<file path="src/rtl/sysclk_gate_pkg.sv">
package sysclk_gate_pkg;
  localparam int REG_ADDR_W = 2;
  localparam int DIV_W      = 2;
  localparam int MAX_SHIFT  = 2;
  localparam int CNT_W      = MAX_SHIFT;

  localparam logic [REG_ADDR_W-1:0] ADDR_SET  = 2'd0;
  localparam logic [REG_ADDR_W-1:0] ADDR_CLR  = 2'd1;
  localparam logic [REG_ADDR_W-1:0] ADDR_STAT = 2'd2;
  localparam logic [REG_ADDR_W-1:0] ADDR_DIV  = 2'd3;

  localparam int BIT_CPU  = 0;
  localparam int BIT_USB  = 1;
  localparam int BIT_LOCK = 2;

  typedef struct packed {
    logic             cpuOn;
    logic             cpuOff;
    logic             usbOn;
    logic             usbOff;
    logic             divWr;
    logic [DIV_W-1:0] divVal;
  } strobe_t;

  typedef enum logic [1:0] {
    CPU_RUN      = 2'd0,
    CPU_STOPPING = 2'd1,
    CPU_IDLE     = 2'd2
  } cpu_state_t;
endpackage

</file>
<file path="src/rtl/sysclk_gate_ctrl.sv">
module sysclk_gate_ctrl
  import sysclk_gate_pkg::*;
#(
  parameter int NUM_IRQ = 8,
  parameter int DATA_W  = 32
) (
  input  logic                  clk,
  input  logic                  rstN,
  input  logic                  regWr,
  input  logic [REG_ADDR_W-1:0] regAddr,
  input  logic [DATA_W-1:0]     regWdata,
  input  logic [NUM_IRQ-1:0]    irqReq,
  input  logic [NUM_IRQ-1:0]    irqEn,
  input  logic                  fastIrqReq,
  input  logic                  fastIrqEn,
  input  logic                  instrDone,
  output strobe_t               strb,
  output logic                  cpuRun
);
  cpu_state_t stateQ, stateD;
  logic       wake;
  logic       unusedWdata;

  assign unusedWdata = ^regWdata[DATA_W-1:BIT_LOCK];

  // Register decode into one-cycle strobes
  always_comb begin
    strb        = '0;
    strb.cpuOn  = regWr && (regAddr == ADDR_SET) && regWdata[BIT_CPU];
    strb.cpuOff = regWr && (regAddr == ADDR_CLR) && regWdata[BIT_CPU];
    strb.usbOn  = regWr && (regAddr == ADDR_SET) && regWdata[BIT_USB];
    strb.usbOff = regWr && (regAddr == ADDR_CLR) && regWdata[BIT_USB];
    strb.divWr  = regWr && (regAddr == ADDR_DIV);
    strb.divVal = regWdata[DIV_W-1:0];
  end

  assign wake = (|(irqReq & irqEn)) || (fastIrqReq && fastIrqEn);

  // Processor clock state machine
  always_comb begin
    stateD = stateQ;
    unique case (stateQ)
      CPU_RUN: begin
        if (strb.cpuOff) stateD = CPU_STOPPING;
      end
      CPU_STOPPING: begin
        if (wake || strb.cpuOn) stateD = CPU_RUN;
        else if (instrDone)     stateD = CPU_IDLE;
      end
      CPU_IDLE: begin
        if (wake || strb.cpuOn) stateD = CPU_RUN;
      end
      default: stateD = CPU_RUN;
    endcase
  end

  always_ff @(posedge clk) begin
    if (!rstN) stateQ <= CPU_RUN;
    else       stateQ <= stateD;
  end

  assign cpuRun = (stateQ != CPU_IDLE);
endmodule

</file>
<file path="src/rtl/sysclk_gate_dp.sv">
module sysclk_gate_dp
  import sysclk_gate_pkg::*;
#(
  parameter int DATA_W = 32
) (
  input  logic                  clk,
  input  logic                  rstN,
  input  strobe_t               strb,
  input  logic                  cpuRun,
  input  logic                  pllLocked,
  input  logic [REG_ADDR_W-1:0] regAddr,
  output logic [DATA_W-1:0]     regRdata,
  output logic                  usbClkEn,
  output logic                  usbOnQ,
  output logic [DIV_W-1:0]      divSelQ
);
  logic [CNT_W-1:0] cntQ;
  logic [CNT_W-1:0] cntLim;
  logic             ratioChange;

  // Terminal count per ratio code: codes at or above MAX_SHIFT saturate
  always_comb begin
    if (int'(divSelQ) >= MAX_SHIFT) cntLim = CNT_W'((1 << MAX_SHIFT) - 1);
    else                            cntLim = CNT_W'((1 << divSelQ) - 1);
  end

  assign ratioChange = strb.divWr && (strb.divVal != divSelQ);

  always_ff @(posedge clk) begin
    if (!rstN) begin
      usbOnQ  <= 1'b0;
      divSelQ <= '0;
    end else begin
      if (strb.usbOn)       usbOnQ <= 1'b1;
      else if (strb.usbOff) usbOnQ <= 1'b0;
      if (strb.divWr)       divSelQ <= strb.divVal;
    end
  end

  always_ff @(posedge clk) begin
    if (!rstN)                                    cntQ <= '0;
    else if (!pllLocked || !usbOnQ || ratioChange) cntQ <= '0;
    else if (cntQ == cntLim)                      cntQ <= '0;
    else                                          cntQ <= cntQ + 1'b1;
  end

  assign usbClkEn = usbOnQ && pllLocked && (cntQ == '0);

  always_comb begin
    regRdata = '0;
    unique case (regAddr)
      ADDR_STAT: begin
        regRdata[BIT_CPU]  = cpuRun;
        regRdata[BIT_USB]  = usbOnQ;
        regRdata[BIT_LOCK] = pllLocked;
      end
      ADDR_DIV: regRdata[DIV_W-1:0] = divSelQ;
      default:  regRdata = '0;
    endcase
  end
endmodule

</file>
<file path="src/rtl/sysclk_gate.sv">
module sysclk_gate
  import sysclk_gate_pkg::*;
#(
  parameter int NUM_IRQ = 8,
  parameter int DATA_W  = 32
) (
  input  logic                  clk,
  input  logic                  rstN,
  input  logic                  regWr,
  input  logic [REG_ADDR_W-1:0] regAddr,
  input  logic [DATA_W-1:0]     regWdata,
  output logic [DATA_W-1:0]     regRdata,
  input  logic [NUM_IRQ-1:0]    irqReq,
  input  logic [NUM_IRQ-1:0]    irqEn,
  input  logic                  fastIrqReq,
  input  logic                  fastIrqEn,
  input  logic                  instrDone,
  input  logic                  pllLocked,
  output logic                  cpuClkEn,
  output logic                  usbClkEn
);
  strobe_t          strb;
  logic             cpuRun;
  logic             usbOnQ;
  logic [DIV_W-1:0] divSelQ;

  sysclk_gate_ctrl #(.NUM_IRQ(NUM_IRQ), .DATA_W(DATA_W)) ctrl_i (
    .clk        (clk),
    .rstN       (rstN),
    .regWr      (regWr),
    .regAddr    (regAddr),
    .regWdata   (regWdata),
    .irqReq     (irqReq),
    .irqEn      (irqEn),
    .fastIrqReq (fastIrqReq),
    .fastIrqEn  (fastIrqEn),
    .instrDone  (instrDone),
    .strb       (strb),
    .cpuRun     (cpuRun)
  );

  sysclk_gate_dp #(.DATA_W(DATA_W)) dp_i (
    .clk       (clk),
    .rstN      (rstN),
    .strb      (strb),
    .cpuRun    (cpuRun),
    .pllLocked (pllLocked),
    .regAddr   (regAddr),
    .regRdata  (regRdata),
    .usbClkEn  (usbClkEn),
    .usbOnQ    (usbOnQ),
    .divSelQ   (divSelQ)
  );

  assign cpuClkEn = cpuRun;
endmodule

</file>
<file path="config.mk">
export PLATFORM = sky130hd
export DESIGN_NAME = sysclk_gate
export DESIGN_NICKNAME = d
export VERILOG_FILES = /design/src/rtl/sysclk_gate_pkg.sv /design/src/rtl/sysclk_gate_ctrl.sv /design/src/rtl/sysclk_gate_dp.sv /design/src/rtl/sysclk_gate.sv
export SDC_FILE = /design/constraint.sdc
export NUM_CORES = 1
export LEC_CHECK = 0
export BUFFER_PORTS_ARGS = -buffer_cell sky130_fd_sc_hd__buf_4
export CAP_MARGIN = 5
export CORE_AREA = 10 10 59 61
export DETAILED_ROUTE_END_ITERATION = 6
export DIE_AREA = 0 0 69 71
export PLACE_DENSITY = 0.75
export SETUP_SLACK_MARGIN = 0.1
export SYNTH_ARGS = -nofsm -noshare
export SYNTH_HDL_FRONTEND = slang
export SYNTH_SLANG_ARGS = --single-unit
</file>
<file path="constraint.sdc">
create_clock -name clk -period 1.5 [get_ports clk]
set_clock_uncertainty 0.1 [all_clocks]
set_input_delay 0.3 -clock clk [delete_from_list [all_inputs] [get_ports clk]]
set_output_delay 0.3 -clock clk [all_outputs]
set_load 0.1 [all_outputs]
</file>
==> results.yml, run 1 <==
outcome:
  status: "complete, but fails checks"
  violations: "setup timing"
cts:
  clk_latency_ns: 0.24
  htree_levels: 1
  tritoncts_clock_tree: "yes"
  clkTransAtPathRegs_ns: 0.05
  clockBufferDepth: 2
  tritoncts.num_buffers: 3
  cts_hold_buf: 0
  clock-root-buffer: "sky130_fd_sc_hd__clkbuf_4"
  cts_sinks: 7
cells_and_area:
  layout.nets: 174
  layout.cells.most_common: "sky130_fd_sc_hd__buf_4"
  area_growth_syn_to_layout_pct: 47.1
  utilization_pct: 41.1
  n_antenna_cell: 0
  post_route_cells_drive_above_1_share_pct: 47.8
  final_cell_mix: "32 x sky130_fd_sc_hd__buf_4, 29 x sky130_fd_sc_hd__conb_1, 5 x sky130_fd_sc_hd__dfxtp_2"
route:
  detail_routed_net_length_per_standard_cell_um: 14.2
  detail_route.wirelength_mm: 2.06
  drt_iter0_drc: 10
  route.detailed.vias_per_inst: 4.02
  first_pass_iters: 4
  route.detailed.drc: 0
  number_of_nets_with_antenna_violations_after_routing: 0
  vias: 583
synthesis:
  synth_simple_gate_area_share_pct: 19.7
  syn-mean-instance-area_um2: 8.55
  synth_adder_area_share_pct: 1.88
  cell_area_after_synthesis_um2: 667
  synth_cell_types: 31
  synth_compound_gate_area_share_pct: 13.9
  synth.largest_area_cell: "sky130_fd_sc_hd__buf_4"
  ys_warn_count: 0
  synth.area.top_cells: "sky130_fd_sc_hd__buf_4 33%, sky130_fd_sc_hd__dfxtp_1 21%, sky130_fd_sc_hd__mux2i_1 4.5%"
  synth_sequential_area_ratio_pct: 21.0
  synth.ff_latch_count: 7
  synth_top_area_share_pct: 32.6
  parity_gate_share_of_the_synthesized_area_counting_xor_and_xnor_cells_pct: 3.94
  yosys-mux-area-fraction_pct: 4.50
  synth_top_family_by_area: "buffers and inverters"
  number_of_instances_in_the_synthesized_netlist: 78
power:
  netSwitchingFraction_pct: 54.9
  comb_power_share_pct: 57.6
  internal_power_uw: 377
  seq_power_share_pct: 23.1
  power.share.clock_pct: 19.4
  power_density_nw_per_um2: 851
  irDropWorstVdd_mv: 0.401
  static-leakage-power_uw: 0.000474
  switchingPower_uw: 458
sta:
  final.min_clock_period_ns: 1.50
  slew_viol_final: 0
  setup_repair_after_global_routing_missed_its_margin: "true"
  finalSetupViolCount: 1
  fmax_mhz: 667
  final_min_period_over_clock_period_pct: 100
  final_hold_viol_count: 0
  post_route_setup_tns_ns: -0.0000330
  postLayoutSetupSlackWorst_ns: -0.0000330
place:
  io_buffer_count: 31
  dp_hpwl_mm: 1.74
  dp_worst_setup_slack_ns: 0.0768
  placer_s_final_routability_congestion_estimate: 0.656
grt:
  grt_pass1_vias: 703
  groute.usage.overall_pct: 7.93
  largest_net_degree_at_the_start_of_global_routing: 9
  global_route_wire_length_before_repair_mm: 3.30
  globalRouteOverflowTotal: 0
  initial_antenna_violation_count: 0
worst_hold_path:
  hp-class: "in2reg"
critical_path:
  critical-path-slowest-cell: "sky130_fd_sc_hd__dfxtp_2"
  worst_path_fanout_max: 2
  crit_path_end_kind: "output pin"
  max_stage_delay_ns: 0.32
  cp_data_required_time_ns: 1.10
  critPathTopFamily: "flip-flops"
  critPathLaunchType: "flop"
  timing.setup.critical_path_class: "reg2out"
  data_arrival_time_at_the_worst_slack_endpoint_ns: 1.10
  critical_path.n_buffers_inverters: 2
  worstPathCellList: "inv_2 > ha_4 > and3_4 > buf_12"
floorplanning:
  dieArea_um2: 4900
  fp.dieW_um: 69
  initial_core_util_pct: 27.9
  core_footprint_um2: 2390
  i_o_pin_total: 91
  row_count: 18
  die_h_um: 71
job:
  max_cap_viol_count: 0
[registers in the layout, summed over array words and instances (netlist names)]
| signal | count |
|---|---|
| ctrl_i.stateQ | 2 |
| dp_i.divSelQ | 2 |
| dp_i.usbOnQ | 1 |
| dp_i.cntQ | 2 |
[per-stage QoR]
step | cells | power [uW] | hold slack, ns | instance area (um^2)
after floorplan | 106 | 646 | 0.314 | 802
after global placement | 137 | 653 | 0.380 | 843
after detailed placement | 137 | 657 | 0.399 | 843
after CTS | 145 | 837 | 0.212 | 971
after global routing | 145 | 872 | 0.229 | 981
final | 145 | 835 | 0.223 | 981
[worst paths after layout]
check                                startpoint          endpoint  slack [ns]  depth (start not counted)
worst min-delay path                       rstN  ctrl_i.stateQ[1]        0.22                          3
worst min register to register     dp_i.cntQ[0]      dp_i.cntQ[0]        0.43                          2
worst max register to register  dp_i.divSelQ[1]      dp_i.cntQ[1]        0.34                          4
worst max-delay path               dp_i.cntQ[0]          usbClkEn    -0.00003                          4
[layer usage]
metal,share of wire [%],track usage [%]
met2,55,14.4
met5,0,0
met1,33,7.15
met4,0,2.01
met3,13,5.16
[kinds of logic (layout without fill, tap and decap cells)]
family | count (synthesis) | in the layout
buf+inv | 32 | 41
simple gates | 20 | 20
compound gates | 11 | 11
flops | 7 | 7
xor+xnor | 3 | 3
mux | 3 | 3
fa+ha+maj | 1 | 1
other cells | 1 | 29
[power by group through the flow]
| stage | sequential (uW) | clock [uW] | combinational (uW) |
|---|---|---|---|
| floorplan | 197 | 0 | 449 |
| detailed placement | 198 | 0 | 459 |
| CTS | 193 | 168 | 476 |
| finish | 193 | 162 | 481 |
| global placement | 198 | 0 | 455 |
| global route | 193 | 184 | 495 |
[synthesized netlist by cell type]
| library cell | count |
|---|---|
| sky130_fd_sc_hd__buf_4 | 29 |
| sky130_fd_sc_hd__dfxtp_1 | 7 |
| sky130_fd_sc_hd__mux2i_1 | 3 |
| sky130_fd_sc_hd__nand2_1 | 3 |
| sky130_fd_sc_hd__nor2b_1 | 3 |
| sky130_fd_sc_hd__and3b_1 | 2 |
| sky130_fd_sc_hd__inv_1 | 2 |
| sky130_fd_sc_hd__nand2b_1 | 2 |
| sky130_fd_sc_hd__nand3_1 | 2 |
| sky130_fd_sc_hd__nand4bb_1 | 2 |
| sky130_fd_sc_hd__o211a_1 | 2 |
| sky130_fd_sc_hd__xnor2_1 | 2 |
| sky130_fd_sc_hd__a21oi_1 | 1 |
| sky130_fd_sc_hd__a221oi_2 | 1 |
| sky130_fd_sc_hd__a222oi_1 | 1 |
| sky130_fd_sc_hd__a22o_1 | 1 |
| sky130_fd_sc_hd__a22oi_1 | 1 |
| sky130_fd_sc_hd__a31oi_1 | 1 |
| sky130_fd_sc_hd__and3_1 | 1 |
| sky130_fd_sc_hd__buf_2 | 1 |
| sky130_fd_sc_hd__conb_1 | 1 |
| sky130_fd_sc_hd__ha_1 | 1 |
| sky130_fd_sc_hd__nand3b_1 | 1 |
| sky130_fd_sc_hd__nor2_1 | 1 |
| sky130_fd_sc_hd__nor3_1 | 1 |
| sky130_fd_sc_hd__nor4_1 | 1 |
| sky130_fd_sc_hd__nor4bb_1 | 1 |
| sky130_fd_sc_hd__o2111ai_1 | 1 |
| sky130_fd_sc_hd__o21ai_0 | 1 |
| sky130_fd_sc_hd__o22ai_1 | 1 |
| sky130_fd_sc_hd__xor2_1 | 1 |
[worst min-delay path, stage by stage]
cell                      delay (ns)
sky130_fd_sc_hd__buf_4          0.14
sky130_fd_sc_hd__nand2_1        0.06
sky130_fd_sc_hd__nor2_1         0.03
[cell type report]
cell class                 count  area (um^2)
clock buffer                   4         26.3
sequential                     7          154
timing repair buffer          35          300
inverter                       2         7.51
fill                         244         1410
multi-input combinational     67          455
tap                           30         37.5
[timing repair]
item / CTS / global route
pin swaps: 1 / 1
resized for setup: 23 / 2
buffers inserted: 4 / 0
setup endpoints to repair: 4 / 4
Power figures use the tool's default switching activity.
==> inputs of run 2 (changes only) <==
Settings changed: BUFFER_PORTS_ARGS -buffer_cell sky130_fd_sc_hd__buf_4 to -buffer_cell sky130_fd_sc_hd__buf_2.
==> run 2 against run 1 <==
Net effect:
- the flow still finishes with violations (setup timing)
- utilization is 1.1 points lower
- non-clock buffer count is 1 higher
- critical endpoint is now regRdata[0]
- cell count is 0.69% higher
==> results.yml, run 2 (synthesis gave the netlist of run 1 again) <==
cells_and_area:
  layout.cells.non_filler: 146
  n_antenna_cell: 0
  layout.cells.most_common: "sky130_fd_sc_hd__conb_1"
  fin_area_um2: 955
  area_growth_syn_to_layout_pct: 43.2
  utilization_pct: 40.0
  layout.nets: 175
  biggest_registers_after_layout: "ctrl_i.stateQ (2), dp_i.cntQ (2), dp_i.divSelQ (2)"
  final_cell_mix: "29 x sky130_fd_sc_hd__conb_1, 25 x sky130_fd_sc_hd__buf_2, 5 x sky130_fd_sc_hd__dfxtp_2, 5 x sky130_fd_sc_hd__buf_4, 5 x sky130_fd_sc_hd__buf_12"
  post_route_cells_drive_above_1_share_pct: 48.3
power:
  static-leakage-power_uw: 0.000468
  power.share.clock_pct: 20.4
  report.power.total_uw: 824
  irDropWorstVdd_mv: 0.389
  switchingPower_uw: 463
  seq_power_share_pct: 23.4
  internal_power_uw: 362
  power_density_nw_per_um2: 864
  comb_power_share_pct: 56.3
  netSwitchingFraction_pct: 56.1
floorplanning:
  fp.dieW_um: 69
  die_h_um: 71
  dieArea_um2: 4900
  i_o_pin_total: 91
  row_count: 18
  core_footprint_um2: 2390
  initial_core_util_pct: 27.9
grt:
  largest_net_degree_at_the_start_of_global_routing: 9
  groute.usage.overall_pct: 7.24
  grt_pass1_vias: 667
  initial_antenna_violation_count: 0
  globalRouteOverflowTotal: 0
  global_route_wire_length_before_repair_mm: 2.98
sta:
  postLayoutSetupSlackWorst_ns: -0.00539
  finalSetupViolCount: 1
  setup_repair_after_global_routing_missed_its_margin: "true"
  final_min_period_over_clock_period_pct: 100
  fmax_mhz: 664
  final.min_clock_period_ns: 1.51
  slew_viol_final: 0
  final_hold_viol_count: 0
cts:
  tritoncts_clock_tree: "yes"
  clock-root-buffer: "sky130_fd_sc_hd__clkbuf_4"
  htree_levels: 1
  clk_latency_ns: 0.24
  clockBufferDepth: 2
  tritoncts.num_buffers: 3
  clkTransAtPathRegs_ns: 0.06
  cts_hold_buf: 0
  cts_sinks: 7
place:
  io_buffer_count: 31
  dp_hpwl_mm: 1.70
  dp_worst_setup_slack_ns: 0.0879
  post_dp_cell_area_um2: 841
  placer_s_final_routability_congestion_estimate: 0.691
  place.detailed.instances: 137
outcome:
  status: "complete, but fails checks"
  violations: "setup timing"
route:
  top_signal_layer_used: "met4"
  detail_route.wirelength_mm: 1.94
  route.layer.met1.wl_um: 670
  vias: 596
  routed_wl_met3_um: 232
  drt_iter0_drc: 7
  route.detailed.drc: 0
  first_pass_iters: 4
  detail_routed_net_length_per_standard_cell_um: 13.3
  met2RoutedLength_mm: 1.01
  route.detailed.vias_per_inst: 4.08
  number_of_nets_with_antenna_violations_after_routing: 0
job:
  max_cap_viol_count: 0
critical_path:
  data_arrival_time_at_the_worst_slack_endpoint_ns: 1.11
  regToRegStartpoint: "dp_i.divSelQ[1]"
  cp_data_required_time_ns: 1.10
  crit_path_end_kind: "output pin"
  worst_path_fanout_max: 2
  critPathLaunchType: "flop"
  crit_start: "ctrl_i.stateQ[0]"
  timing.setup.critical_path_class: "reg2out"
worst_hold_path:
  min_from: "rstN"
  hp-class: "in2reg"
-- run 2: cell types whose count changed in the layout (fill, tap and decap cells not counted) --
cell                     change
sky130_fd_sc_hd__buf_4      -27
sky130_fd_sc_hd__buf_12      +2
sky130_fd_sc_hd__buf_2      +25
sky130_fd_sc_hd__buf_6       +1
-- run 2: layout make-up --
type,count,area [um^2]
clock buffer,4,26.3
fill,255,1430
inverter,2,7.51
multi-input combinational,67,455
sequential,7,154
tap,30,37.5
timing repair buffer,36,274
-- run 2: final timing paths --
kind | depth (start not counted) | slack (ns) | end
setup reg to reg | 4 | 0.30 | dp_i.cntQ[1]
hold / removal | 2 | 0.24 | dp_i.usbOnQ
hold reg to reg | 2 | 0.43 | dp_i.cntQ[0]
setup / recovery | 3 | -0.005 | regRdata[0]
-- run 2: critical path: stages (launching register included) --
cell	delay (ns)
sky130_fd_sc_hd__dfxtp_2	0.32
sky130_fd_sc_hd__nand2b_4	0.14
sky130_fd_sc_hd__o211a_4	0.23
sky130_fd_sc_hd__buf_12	0.16
-- run 2: what timing repair did --
item	CTS	global route
setup buffers	5	0
endpoints found under the setup margin	4	4
pin swaps	1	1
gates resized for setup	14	4
gates cloned	0	0
-- run 2: power groups by stage --
stage	registers, uW	logic, uW	clock network, uW
final	193	464	168
after global routing	193	479	183
after CTS	193	460	172
after detailed placement	198	453	0
after global placement	198	448	0
after floorplan	197	449	0
-- run 2: metrics by stage --
step	hold WS (ns)	setup TNS (ns)
after floorplan	0.314	-0.157
after global placement	0.380	0
after detailed placement	0.409	0
after CTS	0.231	-0.0169
after global routing	0.259	-0.0627
final	0.242	-0.00539
-- run 2: layer usage --
| layer | global-route usage [%] | vias to the layer above |
|---|---|---|
| li1 | - | 290 |
| met5 | 0 | - |
| met4 | 2.01 | 0 |
| met2 | 13.5 | 33 |
| met1 | 6.52 | 271 |
| met3 | 4.18 | 2 |
==> inputs of run 3 (changes only) <==
Settings changed: ABC_AREA set to 1, PLACE_DENSITY 0.75 to 0.77.
==> run 3 against run 2 <==
Net effect:
- the flow now finishes without violations
- cell area is 9.7% higher
- count of clock-buffer cells in the layout stayed put
- combinational power is 5.0% higher
- area after synthesis is 7.7% higher
- critical path depth is 1 higher
- die area stayed put
- via count is 19% higher
- register-to-register slack worse by 0.03 ns
- sequential cell count stayed put
- worst hold slack worse by 0.038 ns
- sequential share of layout area is 1.7 points lower
- total power is 3.2% higher
==> results.yml, run 3 <==
place:
  io_buffer_count: 31
  placer_s_final_routability_congestion_estimate: 0.758
  place.detailed.instances: 174
  dp_hpwl_mm: 1.70
  dp_worst_setup_slack_ns: 0.152
synthesis:
  parity_gate_share_of_the_synthesized_area_counting_xor_and_xnor_cells_pct: 3.66
  synth_enable_flop_cells: 0
  synth.ff_latch_count: 7
  cell_area_after_synthesis_um2: 718
  ys_async_sr_fraction_pct: 0
  synth_compound_gate_area_share_pct: 9.58
  synth_top_family_by_area: "buffers and inverters"
  synth.area.top_cells: "sky130_fd_sc_hd__buf_4 30%, sky130_fd_sc_hd__dfxtp_1 20%, sky130_fd_sc_hd__nand2_1 11%"
  synth_sequential_area_ratio_pct: 19.5
  syn-mean-instance-area_um2: 6.36
  synth_simple_gate_area_share_pct: 25.3
  synth_top_area_share_pct: 30.3
  synthFlopType: "sky130_fd_sc_hd__dfxtp_1"
  synth_commonest_cells: "29 x sky130_fd_sc_hd__buf_4, 21 x sky130_fd_sc_hd__nand2_1, 18 x sky130_fd_sc_hd__inv_1"
  number_of_instances_in_the_synthesized_netlist: 113
  ys_warn_count: 0
  yosys-mux-area-fraction_pct: 0
  synth_adder_area_share_pct: 1.74
  synth.largest_area_cell: "sky130_fd_sc_hd__buf_4"
  synth.most_common_cell: "sky130_fd_sc_hd__buf_4"
  synth_cell_types: 19
sta:
  post_route_setup_tns_ns: 0
  fmax_mhz: 667
  slew_viol_final: 0
  setup_repair_after_global_routing_missed_its_margin: "true"
  final_hold_viol_count: 0
  final.hold.worst_slack_ns: 0.204
  finalSetupViolCount: 0
  final.min_clock_period_ns: 1.50
  final_min_period_over_clock_period_pct: 99.9
  postLayoutSetupSlackWorst_ns: 0.000866
cells_and_area:
  final_cell_mix: "29 x sky130_fd_sc_hd__conb_1, 26 x sky130_fd_sc_hd__buf_2, 19 x sky130_fd_sc_hd__nand2_1"
  area_growth_syn_to_layout_pct: 45.8
  layout.cells.non_filler: 185
  post_route_cells_drive_above_1_share_pct: 43.9
  layout.cells.most_common: "sky130_fd_sc_hd__conb_1"
  n_antenna_cell: 0
  multi_input_area_um2: 468
  biggest_registers_after_layout: "ctrl_i.stateQ (2), dp_i.cntQ (2), dp_i.divSelQ (2)"
  layout.nets: 214
  fill_cells: 268
  final-seq-area_um2: 151
route:
  number_of_nets_with_antenna_violations_after_routing: 0
  detail_route.wirelength_mm: 1.96
  drt_iter0_drc: 14
  first_pass_iters: 4
  route.detailed.drc: 0
  route.detailed.vias_per_inst: 3.84
  detail_routed_net_length_per_standard_cell_um: 10.6
  vias: 711
floorplanning:
  row_count: 18
  initial_core_util_pct: 30.1
  dieArea_um2: 4900
  core_footprint_um2: 2390
  fp.dieW_um: 69
  die_h_um: 71
  i_o_pin_total: 91
critical_path:
  cp_data_required_time_ns: 1.10
  worst_path_fanout_max: 2
  regToRegStartpoint: "dp_i.divSelQ[1]"
  timing.setup.critical_path_class: "reg2out"
  crit_start: "dp_i.cntQ[0]"
  data_arrival_time_at_the_worst_slack_endpoint_ns: 1.10
  critPathLaunchType: "flop"
  regToRegSetupSlack_ns: 0.27
  crit_path_end_kind: "output pin"
cts:
  cts_hold_buf: 0
  htree_levels: 1
  clock-root-buffer: "sky130_fd_sc_hd__clkbuf_4"
  clockBufferDepth: 2
  clk_latency_ns: 0.25
  clkTransAtPathRegs_ns: 0.05
  tritoncts.num_buffers: 3
  cts_sinks: 7
  tritoncts_clock_tree: "yes"
grt:
  globalRouteOverflowTotal: 0
  largest_net_degree_at_the_start_of_global_routing: 6
  initial_antenna_violation_count: 0
  grt_pass1_vias: 730
  global_route_wire_length_before_repair_mm: 3.09
  groute.usage.overall_pct: 7.35
power:
  static-leakage-power_uw: 0.000556
  power_density_nw_per_um2: 812
  report.power.total_uw: 851
  irDropWorstVdd_mv: 0.558
worst_hold_path:
  hp-class: "in2reg"
  min_from: "regWdata[1]"
job:
  max_cap_viol_count: 0
outcome:
  status: "completed"
run 3: changes by cell type after synthesis, moves of 3 or more:
| cell | delta |
|---|---|
| sky130_fd_sc_hd__nor2_2 | +3 |
| sky130_fd_sc_hd__mux2i_1 | -3 |
| sky130_fd_sc_hd__o21ai_0 | +5 |
| sky130_fd_sc_hd__nand2_1 | +18 |
| sky130_fd_sc_hd__nor2b_1 | -3 |
| sky130_fd_sc_hd__a21oi_1 | +3 |
| sky130_fd_sc_hd__inv_1 | +16 |
| sky130_fd_sc_hd__nor2_1 | +8 |
run 3: worst paths after layout:
path                     end  depth (start not counted)
min reg2reg     dp_i.cntQ[1]                          2
max                 usbClkEn                          4
max reg2reg     dp_i.cntQ[0]                          5
min          dp_i.divSelQ[1]                          3
run 3: worst max-delay path, cell delays in order, from the launching register on:
cell	delay, ns
sky130_fd_sc_hd__dfxtp_2	0.32
sky130_fd_sc_hd__inv_2	0.07
sky130_fd_sc_hd__ha_4	0.11
sky130_fd_sc_hd__and3_4	0.18
sky130_fd_sc_hd__buf_12	0.17
run 3: repair_timing:
action | in CTS | in global routing
setup endpoints to repair | 4 | 4
setup buffers | 6 | 1
pin swaps | 3 | 2
resized for setup | 13 | 1
run 3: metal layers:
metal	track usage, %	share of wire, %	vias up
met3	3.91	9.0	0
met2	14.3	57	29
li1	-	-	376
met4	1.34	0	0
met5	0	0	-
met1	6.59	34	306
run 3: logic make-up (layout without fill, tap and decap cells):
| kind of cell | after synthesis | in the layout |
|---|---|---|
| buffers and inverters | 47 | 61 |
| flip-flops | 7 | 7 |
| AND/OR/NAND/NOR | 41 | 41 |
| adder cells (fa/ha/maj) | 1 | 1 |
| other | 1 | 29 |
| XOR/XNOR | 3 | 3 |
| AO/OA/AOI/OAI | 13 | 13 |
run 3: area by class of cell:
type | instances | share of cell area [%]
clock buffer | 4 | 2.51
inverter | 18 | 7.05
multi-input combinational | 87 | 44.7
sequential | 7 | 14.5
tap | 30 | 3.58
timing repair buffer | 39 | 27.7
run 3: per-stage QoR:
step | utilization [%] | cell area, um^2
after floorplan | - | 882
after global placement | 39.4 | 940
after detailed placement | 39.4 | 940
after CTS | 43.5 | 1040
after global routing | 43.9 | 1050
final | 43.9 | 1050
run 3: report_power, final:
part	switching [uW]	internal [uW]	total [uW]	leakage (uW)
clock	65.0	101	166	0.0000150
combinational	413	74.1	487	0.000481
sequential	5.19	192	197	0.0000604
